`config.mk`:
```
export PLATFORM = sky130hd
export DESIGN_NAME = lfsr_pattern_gen
export DESIGN_NICKNAME = d
export VERILOG_FILES = /design/src/rtl/lfsr_pattern_pkg.sv /design/src/rtl/lfsr_ctrl.sv /design/src/rtl/lfsr_datapath.sv /design/src/rtl/lfsr_pattern_map.sv /design/src/rtl/lfsr_pattern_gen.sv
export SDC_FILE = /design/constraint.sdc
export NUM_CORES = 1
export LEC_CHECK = 0
export ABC_AREA = 1
export ABC_CLOCK_PERIOD_IN_PS = 1400
export BUFFER_PORTS_ARGS = -buffer_cell sky130_fd_sc_hd__buf_4
export CORE_MARGIN = 2
export CORE_UTILIZATION = 35
export CTS_CLUSTER_DIAMETER = 100
export DETAILED_ROUTE_END_ITERATION = 8
export MAX_ROUTING_LAYER = met4
export PLACE_DENSITY = 0.69
export SLEW_MARGIN = 20
export SYNTH_ARGS = -nofsm -noshare
export SYNTH_HDL_FRONTEND = slang
export SYNTH_HIERARCHICAL = 1
export SYNTH_SLANG_ARGS = --single-unit
export TNS_END_PERCENT = 20
```
`constraint.sdc`:
```
create_clock -name clk -period 1.4 [get_ports clk]
set_clock_uncertainty 0.15 [all_clocks]
set_input_delay 0.14 -clock clk [delete_from_list [all_inputs] [get_ports clk]]
set_output_delay 0.14 -clock clk [all_outputs]
set_load 0.02 [all_outputs]
```
`src/rtl/lfsr_pattern_pkg.sv`:
```
package lfsr_pattern_pkg;

  typedef enum logic {
    FORM_EXTERNAL = 1'b0,
    FORM_INTERNAL = 1'b1
  } lfsrForm_t;

  localparam int PAT_W    = 8;
  localparam int WEIGHT_N = 4;

  typedef struct packed {
    logic loadStb;
    logic stepStb;
  } lfsrStrobe_t;

  function automatic int stateWidth(lfsrForm_t form);
    return (form == FORM_EXTERNAL) ? 8 : 3;
  endfunction

endpackage

```
`src/rtl/lfsr_ctrl.sv`:
```
module lfsr_ctrl
  import lfsr_pattern_pkg::*;
(
  input  logic        clk,
  input  logic        rstN,
  input  logic        loadIn,
  input  logic        stepIn,
  output lfsrStrobe_t strobes
);

  always_comb begin
    strobes.loadStb = loadIn;
    strobes.stepStb = stepIn & ~loadIn;
  end

  // Load has priority over step.
  p_load_first_r4: assert property (@(posedge clk) disable iff (!rstN)
    loadIn |-> !strobes.stepStb);

  p_strobe_excl_r4: assert property (@(posedge clk) disable iff (!rstN)
    $onehot0({strobes.loadStb, strobes.stepStb}));

endmodule

```
`src/rtl/lfsr_datapath.sv`:
```
module lfsr_datapath
  import lfsr_pattern_pkg::*;
#(
  parameter lfsrForm_t FORM    = FORM_EXTERNAL,
  parameter int        STATE_W = 8
) (
  input  logic               clk,
  input  logic               rstN,
  input  lfsrStrobe_t        strobes,
  input  logic [STATE_W-1:0] seedIn,
  output logic [STATE_W-1:0] stateOut
);

  localparam logic [STATE_W-1:0] RESET_STATE = STATE_W'(1);

  logic [STATE_W-1:0] stateQ;
  logic [STATE_W-1:0] stateNext;

  generate
    if (FORM == FORM_EXTERNAL) begin : g_external
      // XOR network outside the chain; shift toward x0.
      always_comb begin
        stateNext = {stateQ[7] ^ stateQ[2] ^ stateQ[0], stateQ[STATE_W-1:1]};
      end
    end else begin : g_internal
      // XOR between stages; feedback from x2.
      always_comb begin
        stateNext[0] = stateQ[2];
        stateNext[1] = stateQ[0] ^ stateQ[2];
        stateNext[2] = stateQ[1];
      end
    end
  endgenerate

  always_ff @(posedge clk or negedge rstN) begin
    if (!rstN) begin
      stateQ <= RESET_STATE;
    end else if (strobes.loadStb) begin
      stateQ <= seedIn;
    end else if (strobes.stepStb) begin
      stateQ <= stateNext;
    end
  end

  assign stateOut = stateQ;

  p_seed_taken_r4: assert property (@(posedge clk) disable iff (!rstN)
    strobes.loadStb |=> stateQ == $past(seedIn));

  p_idle_hold_r5: assert property (@(posedge clk) disable iff (!rstN)
    (!strobes.loadStb && !strobes.stepStb) |=> $stable(stateQ));

  p_no_zero_entry_r3: assert property (@(posedge clk) disable iff (!rstN)
    (strobes.stepStb && stateQ != '0) |=> stateQ != '0);

  p_zero_lock_r8: assert property (@(posedge clk) disable iff (!rstN)
    (strobes.stepStb && stateQ == '0) |=> stateQ == '0);

endmodule

```
`src/rtl/lfsr_pattern_map.sv`:
```
module lfsr_pattern_map
  import lfsr_pattern_pkg::*;
#(
  parameter lfsrForm_t FORM     = FORM_EXTERNAL,
  parameter int        STATE_W  = 8,
  parameter bit        REMAP_EN = 1'b0
) (
  input  logic               clk,
  input  logic               rstN,
  input  logic [STATE_W-1:0] stateIn,
  output logic [PAT_W-1:0]   patternOut,
  output logic [WEIGHT_N-1:0] weightOut
);

  generate
    if (FORM == FORM_EXTERNAL) begin : g_ext_map
      assign patternOut = stateIn;
    end else begin : g_int_map
      logic remapBit;
      assign remapBit   = REMAP_EN ? ~stateIn[1] : stateIn[1];
      assign patternOut = {{(PAT_W-3){1'b0}}, stateIn[2], remapBit, stateIn[0]};

      if (REMAP_EN) begin : g_remap_chk
        p_no_010_r6: assert property (@(posedge clk) disable iff (!rstN)
          (stateIn != '0) |-> patternOut[2:0] != 3'b010);
      end

      p_upper_zero_r9: assert property (@(posedge clk) disable iff (!rstN)
        patternOut[PAT_W-1:3] == '0);
    end
  endgenerate

  for (genvar k = 0; k < WEIGHT_N; k++) begin : g_weight
    assign weightOut[k] = &patternOut[PAT_W-1 -: (k+1)];
  end

  p_weight_nest_r7: assert property (@(posedge clk) disable iff (!rstN)
    weightOut[3] |-> (weightOut[2] && weightOut[1] && weightOut[0]));

endmodule

```
`src/rtl/lfsr_pattern_gen.sv`:
```
module lfsr_pattern_gen
  import lfsr_pattern_pkg::*;
#(
  parameter lfsrForm_t FORM     = FORM_EXTERNAL,
  parameter bit        REMAP_EN = 1'b0
) (
  input  logic        clk,
  input  logic        rstN,
  input  logic        loadIn,
  input  logic        stepIn,
  input  logic [7:0]  seedIn,
  output logic [7:0]  patternOut,
  output logic [3:0]  weightOut
);

  localparam int STATE_W = stateWidth(FORM);

  lfsrStrobe_t        strobes;
  logic [STATE_W-1:0] stateVal;

  lfsr_ctrl i_ctrl (
    .clk     (clk),
    .rstN    (rstN),
    .loadIn  (loadIn),
    .stepIn  (stepIn),
    .strobes (strobes)
  );

  lfsr_datapath #(.FORM(FORM), .STATE_W(STATE_W)) i_datapath (
    .clk      (clk),
    .rstN     (rstN),
    .strobes  (strobes),
    .seedIn   (seedIn[STATE_W-1:0]),
    .stateOut (stateVal)
  );

  lfsr_pattern_map #(.FORM(FORM), .STATE_W(STATE_W), .REMAP_EN(REMAP_EN)) i_map (
    .clk        (clk),
    .rstN       (rstN),
    .stateIn    (stateVal),
    .patternOut (patternOut),
    .weightOut  (weightOut)
  );

endmodule

```
; ---- Yosys cells after proc, flatten, opt, wreduce, memory -nomap -nowiden
; Cells that the tools add are included.
[op_classes]
n_reduce_logical = 4
bitwise_logic = 4
muxes = 2
[ops]
columns = operator, count
row1 = two-way mux 8 bit, 2
row2 = AND reduction 4 bit, 1
row3 = AND reduction 3 bit, 1
row4 = AND reduction 2 bit, 1
row5 = nonzero test 2 bit, 1
row6 = XOR 1 bit, 2
row7 = bitwise AND 1 bit, 1
row8 = NOT 1 bit, 1
[totals]
output_inout_bits = 12
word_cells = 11
input_bits = 12
ff_bits = 8

; ---- Logic depth before layout (Yosys ltp)
; Gate-level depths: netlist (run 1).
[depth]
depth_word = 4
mapped_depth = 7
ltp_nobuf = 6

; ---- Cells and area by module
; The synthesis (run 1) kept the hierarchy.
[modules_own_cells]
columns = mod, area_each_um2, n_inst, cells_per_inst, seq_area_each_um2
row1 = lfsr_datapath, 400.4, 1, 50, 201.4
row2 = lfsr_pattern_map, 95.1, 1, 15, 0.0
row3 = lfsr_ctrl, 17.5, 1, 3, 0.0

; ---- Worst setup path before layout (run 1)
; OpenSTA, ideal clock, no wires.
[synth_path]
path_type = flip-flop to output port
startpoint = reg i_datapath.stateQ[7] (netlist: i_datapath/stateOut[7])
endpoint = out weightOut[2]
n_path_buf = 0
path_slack_ns = 0.321
required_ns = 1.110
arrival_ns = 0.789
path_stages_with_launch = 3
cell_sequence = dfrtp_1 > nand2_2 > nor2_1
[synth_via]
elab_chain_len = 1
[synth_rtl]
columns = element, line
row1 = "start, declared", lfsr_datapath.sv:16  ; logic [STATE_W-1:0] stateQ;
row2 = "start signal, assigned", lfsr_datapath.sv:39  ; stateQ <= seedIn;
row3 = "start signal, assigned", lfsr_datapath.sv:41  ; stateQ <= stateNext;
row4 = AND reduction 3 bit, lfsr_pattern_map.sv:34  ; assign weightOut[k] = &patternOut[PAT_W-1 -: (k+1)];
row5 = "end, declared", lfsr_pattern_gen.sv:13  ; output logic [3:0] weightOut
; Every way passes these cells.

; ---- Worst setup path in the final report (run 1)
[layout_path]
startpoint = reg i_datapath.stateQ[6] (netlist: i_datapath/stateOut[6])
endpoint = out weightOut[2]
; Same word-level chain as after synthesis.

==> results of run 1 <==
Yosys cell counts:
cell,instances
nand3_1,7
buf_4,10
dfstp_2,1
nor2_2,2
nand2_2,2
buf_6,1
nor2_1,1
dfrtp_1,7
nand2_1,25
a22oi_1,1
inv_1,5
nand3b_1,1
inv_2,2
o211ai_1,2
nor2_4,1
routing by layer:
metal,vias up,track usage (%)
li1,253,-
met1,220,18.25
met2,30,21.23
met3,2,2.586
met4,0,9.375
met5,-,-
power breakdown:
group / switching, uW / leakage, uW / internal [uW] / total (uW)
registers: 26.0 / 0.0000948 / 259 / 285
clock network: 86.8 / 0.0000150 / 109 / 196
logic: 116 / 0.000279 / 108 / 224
path summary, 6_finish.rpt:
| path | startpoint | to | slack, ps | cells past startpoint |
|---|---|---|---|---|
| min reg2reg | i_datapath/stateOut[3] | i_datapath/stateOut[2] | 370 | 2 |
| max in group asynchronous | rstN | i_datapath/stateOut[0] | 800 | 2 |
| min | loadIn | i_datapath/stateOut[0] | 60 | 3 |
| max reg2reg | i_datapath/stateOut[7] | i_datapath/stateOut[7] | 280 | 6 |
| max | i_datapath/stateOut[6] | weightOut[2] | 100 | 3 |
| min in group asynchronous | rstN | i_datapath/stateOut[4] | 80 | 2 |
through the flow:
step,total power (uW),instances,setup slack (ps),utilization [%]
final,705.3,109,95.53,55.72
after global routing,744.2,109,-13.49,55.72
after CTS,701.9,108,27.50,55.07
after detailed placement,486.7,95,308.6,46.34
after global placement,483.3,95,332.4,46.34
after floorplan,435.2,68,320.6,-
cells by family after synthesis:
logic type	Yosys count	synth area share (%)
and+or+nand+nor	39	34.39
DFF	8	39.27
buffers and inverters	18	21.95
AOI/OAI and AO/OA	3	4.390
repair_timing:
| item | in CTS | in global routing |
|---|---|---|
| endpoints found under the setup margin | 0 | 2 |
| hold buffers | 9 | 0 |
| buffers inserted | 0 | 1 |
| hold endpoints to repair | 16 | 0 |
| resized for setup | 0 | 1 |
worst max-delay path, stage by stage (launching register included):
cell and delay, ps:
dfrtp_1 410, nand2_2 100, nor2_1 100, buf_4 150
cell type report:
cell class | instances | area (um2)
clock buffer | 4 | 26.28
fill | 134 | 590.6
inverter | 7 | 26.28
multi-input combinational | 42 | 198.9
sequential | 8 | 202.7
tap | 15 | 18.77
timing repair buffer | 33 | 270.3
layout by cell type (no fill, tap or decap), drive strengths merged:
master	n
o211ai	2
dlygate4sd3	9
buf	24
nor2	4
dfstp	1
nand3b	1
a22oi	1
dfrtp	7
inv	7
nand2	27
clkbuf	4
nand3	7
==> flow_summary_export.csv, run 1 <==
group,metric,value,unit
run_status,outcome,"completed",
power,power_density,949.0,nW/um2
grt,grt_max_degree,12,
detailed_routing,met2_length,518,um
die,fp.dieW,42.29,um
detailed_routing,drtPass1Iterations,4,
finish,syn_to_final_growth,44.88,%
detailed_routing,top_layer_used,"met4",
detailed_routing,routed_wl,1161,um
die,dieArea,1788,um2
clock_tree,clk_pin_slew,50,ps
die,rows,13,
placed_design,place_congestion,0.7595,
clock_tree,clk-insertion-delay-late,260,ps
placed_design,placed_cell_area,618.1,um2
detailed_routing,drt_iter0_drc,12,
power,p_leak,0.0003887,uW
clock_tree,htree_num_levels,1,
die,die_h,42.29,um
detailed_routing,wl_met3,72,um
synthesis,synth_warnings,6,
grt,grt_usage,14.52,%
die,ios,24,
run,maxCapViolations,0,
finish,nNetsFinal,107,
detailed_routing,postRouteAntennaNets,0,
sta,holdWs,61.38,ps
synthesis,synth_cell_types,15,
grt,grt_pass1_wl,1876,um
setup_path,crit_required,1110,ps
sta,hold_viol_final,0,
synthesis,synth_nets,80,
finish,num_antenna_cells,0,
synthesis,ys_seq_area_share,39.27,%
finish,largest_register_ffs,8,
sta,drv_slew,0,
synthesis,syn_area_per_cell,7.544,um2
synthesis,yosysTopAreaCell,"dfrtp_1",
setup_path,criticalPathCategory,"register to output port",
placed_design,dpl.hpwl,818.3,um
clock_tree,root_buffer,"clkbuf_4",
setup_path,worstPathMaxFanout,4,
placed_design,port-buffer-count,23,
sta,worst_pin_slew,189.0,ps
hold_path,hp-class,"input pin to register",
detailed_routing,post-route-drc-count,0,
sta,slew_headroom,87.37,%
sta,setup_tns,0,ps
power,irDropWorstVdd,0.4386,mV
sta,finalSetupViolCount,0,
synthesis,yosys-top-cells-area,"dfrtp_1 34%, nand2_1 18%, buf_4 15%",
sta,fmax,766.6,MHz
grt,grt_antenna_before_repair,0,
finish,drive_gt1_share,38.30,%
sta,fin_crit,1304,ps
clock_tree,cts.sinks,8,
clock_tree,cts_buffer_depth,2,
detailed_routing,via_per_inst,4.633,
detailed_routing,drt-wirelength-per-cell,10.65,um
detailed_routing,vias,505,
clock_tree,numCtsBuffers,3,
grt,grt-ovfl-total,0,
setup_path,cp.arrival,1010,ps
synthesis,synth_cells,68,
setup_path,end_kind,"output port",
finish,design_area,743.2,um2
detailed_routing,drt-met1-wl,551,um
synthesis,synth.cell_area,513.0,um2
grt,first_global_vias,426,
setup_path,start_kind,"register",
sta,fin_crit_sh,93.18,%
synthesis,yosysTopAreaCellShare,34.15,%
synthesis,ys_ff_latch,8,
die,core_area,1334,um2
clock_tree,cts_tree,"done",
die,initial_core_util,38.46,%
No activity file was read; power rests on OpenSTA's default activity.
==> run 2: changes to the inputs <==
==> constraint.sdc (replaced) <==
create_clock -name clk -period 1.4 [get_ports clk]
set_clock_uncertainty 0.15 [all_clocks]
set_input_delay 0 -clock clk [delete_from_list [all_inputs] [get_ports clk]]
set_output_delay 0 -clock clk [all_outputs]
set_load 0.02 [all_outputs]
==> run 2 against run 1 <==
Net effect: largest cell class unchanged; global-route usage increased by 3.1 points; design area increased by 13%; clock-buffer cell count unchanged; non-clock buffer count increased by 9; core utilization increased by 7.2 points; sequential share of layout area decreased by 3.3 points.
==> flow_summary_export.csv, run 2 (synthesis gave the netlist of run 1 again) <==
group,metric,value,unit
placed_design,place_congestion,0.7319,
detailed_routing,drt-wirelength-per-cell,11.36,um
grt,grt_antenna_before_repair,0,
sta,setup_tns,0,ps
power,p_leak,0.0004328,uW
placed_design,port-buffer-count,23,
sta,fmax,736.8,MHz
power,swShare,32.01,%
setup_path,cpPeakStageDelay,550,ps
sta,holdWs,25.46,ps
die,core_area,1334,um2
detailed_routing,vias,538,
finish,design_area,839.6,um2
setup_path,slowest_stage,"dlygate4sd3_1",
sta,hold_viol_final,0,
clock_tree,cts_setup_buffers,0,
grt,grt_max_degree,11,
grt,grt_pass1_wl,2332,um
clock_tree,htree_num_levels,1,
die,rows,13,
setup_path,start_kind,"input pin",
clock_tree,root_buffer,"clkbuf_4",
sta,fin_crit,1357,ps
setup_path,crit_required,1400,ps
setup_path,crit_top_cell,"dlygate4sd3_1",
sta,grt_setup_unrepaired,"false",
detailed_routing,post-route-drc-count,0,
sta,slew_headroom,76.87,%
power,power.net_switching,230.9,uW
clock_tree,cts.sinks,8,
die,ios,24,
hold_path,hp-class,"input pin to register",
detailed_routing,postRouteAntennaNets,0,
grt,grt-ovfl-total,0,
placed_design,dpl.hpwl,792.3,um
run,maxCapViolations,0,
sta,fin_crit_sh,96.94,%
die,initial_core_util,38.46,%
setup_path,worstPathMaxFanout,1,
detailed_routing,drt_iter0_drc,9,
setup_path,criticalPathCategory,"input pin to register",
finish,drive_gt1_share,33.01,%
power,p_int,490.4,uW
clock_tree,numCtsBuffers,3,
power,comb_power_share,33.1,%
sta,worst_pin_slew,345.7,ps
finish,syn_to_final_growth,63.66,%
setup_path,cp_cell_sequence,"dlygate4sd3_1 -> buf_4 -> nand2_1 -> dlygate4sd3_1 -> nand3_1",
die,die_h,42.29,um
power,clkPwrFrac,27.0,%
power,power_density,859.1,nW/um2
finish,final_cell_mix,"25 x nand2_1, 23 x buf_4, 17 x dlygate4sd3_1, 7 x nand3_1, 7 x dfrtp_1",
finish,largest_register_ffs,8,
run_status,outcome,"completed",
clock_tree,clk_pin_slew,60,ps
detailed_routing,via_per_inst,4.559,
placed_design,placed_cell_area,618.1,um2
power,irDropWorstVdd,0.4449,mV
grt,grt_usage,17.63,%
power,p_total,721.3,uW
grt,first_global_vias,544,
clock_tree,clk-insertion-delay-late,250,ps
clock_tree,cts_tree,"done",
setup_path,startpoint,"seedIn[4]",
finish,num_antenna_cells,0,
setup_path,r2r-start,"i_datapath/stateOut[7]",
power,p_seq_share,39.9,%
detailed_routing,routed_wl,1341,um
finish,mostFrequentLayoutCell,"nand2_1",
clock_tree,cts_buffer_depth,2,
die,dieArea,1788,um2
hold_path,hold_start,"loadIn",
setup_path,end_kind,"register",
sta,drv_slew,0,
sta,finalSetupViolCount,0,
detailed_routing,drtPass1Iterations,4,
finish,nNetsFinal,116,
setup_path,cp.arrival,1350,ps
die,fp.dieW,42.29,um
[run 2: stage by stage]
stage	setup WS, ps	utilization (%)	instances
finish	42.86	62.95	118
global route	0.3073	62.95	118
CTS	54.92	62.57	118
detailed placement	315.4	46.34	95
global placement	372.2	46.34	95
floorplan	409.4	-	68
[run 2: repair_timing]
item / CTS / global route
resized for setup: 0 / 2
setup endpoints to repair: 0 / 3
endpoints found under the hold margin: 16 / 1
hold buffers: 19 / 1
[run 2: worst paths after layout]
| check | slack [ps] | end | depth (start not counted) |
|---|---|---|---|
| min in group asynchronous | 80 | i_datapath/stateOut[0] | 2 |
| worst max-delay path | 40 | i_datapath/stateOut[4] | 5 |
| worst max register to register | 310 | i_datapath/stateOut[7] | 5 |
| max in group asynchronous | 260 | i_datapath/stateOut[1] | 3 |
| worst min register to register | 360 | i_datapath/stateOut[0] | 2 |
| worst min-delay path | 30 | i_datapath/stateOut[1] | 4 |
[run 2: layout make-up]
type / count / area (um2)
Tap cell: 15 / 18.77
Multi-Input combinational cell: 42 / 198.9
Timing Repair Buffer: 42 / 367.9
Clock buffer: 4 / 26.28
Fill cell: 123 / 494.2
Inverter: 7 / 26.28
Sequential cell: 8 / 201.4
[run 2: power groups by stage]
stage / registers, uW / clock network, uW / logic (uW)
after floorplan: 284 / 0 / 151
after global placement: 291 / 0 / 191
after detailed placement: 291 / 0 / 195
after CTS: 287 / 196 / 236
after global routing: 294 / 211 / 258
final: 288 / 195 / 239
[run 2: critical path, delay by kind of cell]
kind	cells	cell delay [ps]
AND/OR/NAND/NOR	2	120
buffers and inverters	3	1230
[run 2: layer usage]
layer	part of all wire (%)	track usage (%)	wire length, um
met3	5.2	2.586	70
met1	42	21.16	564
met2	52	29.23	693
met5	0	-	0
met4	0.97	7.500	13
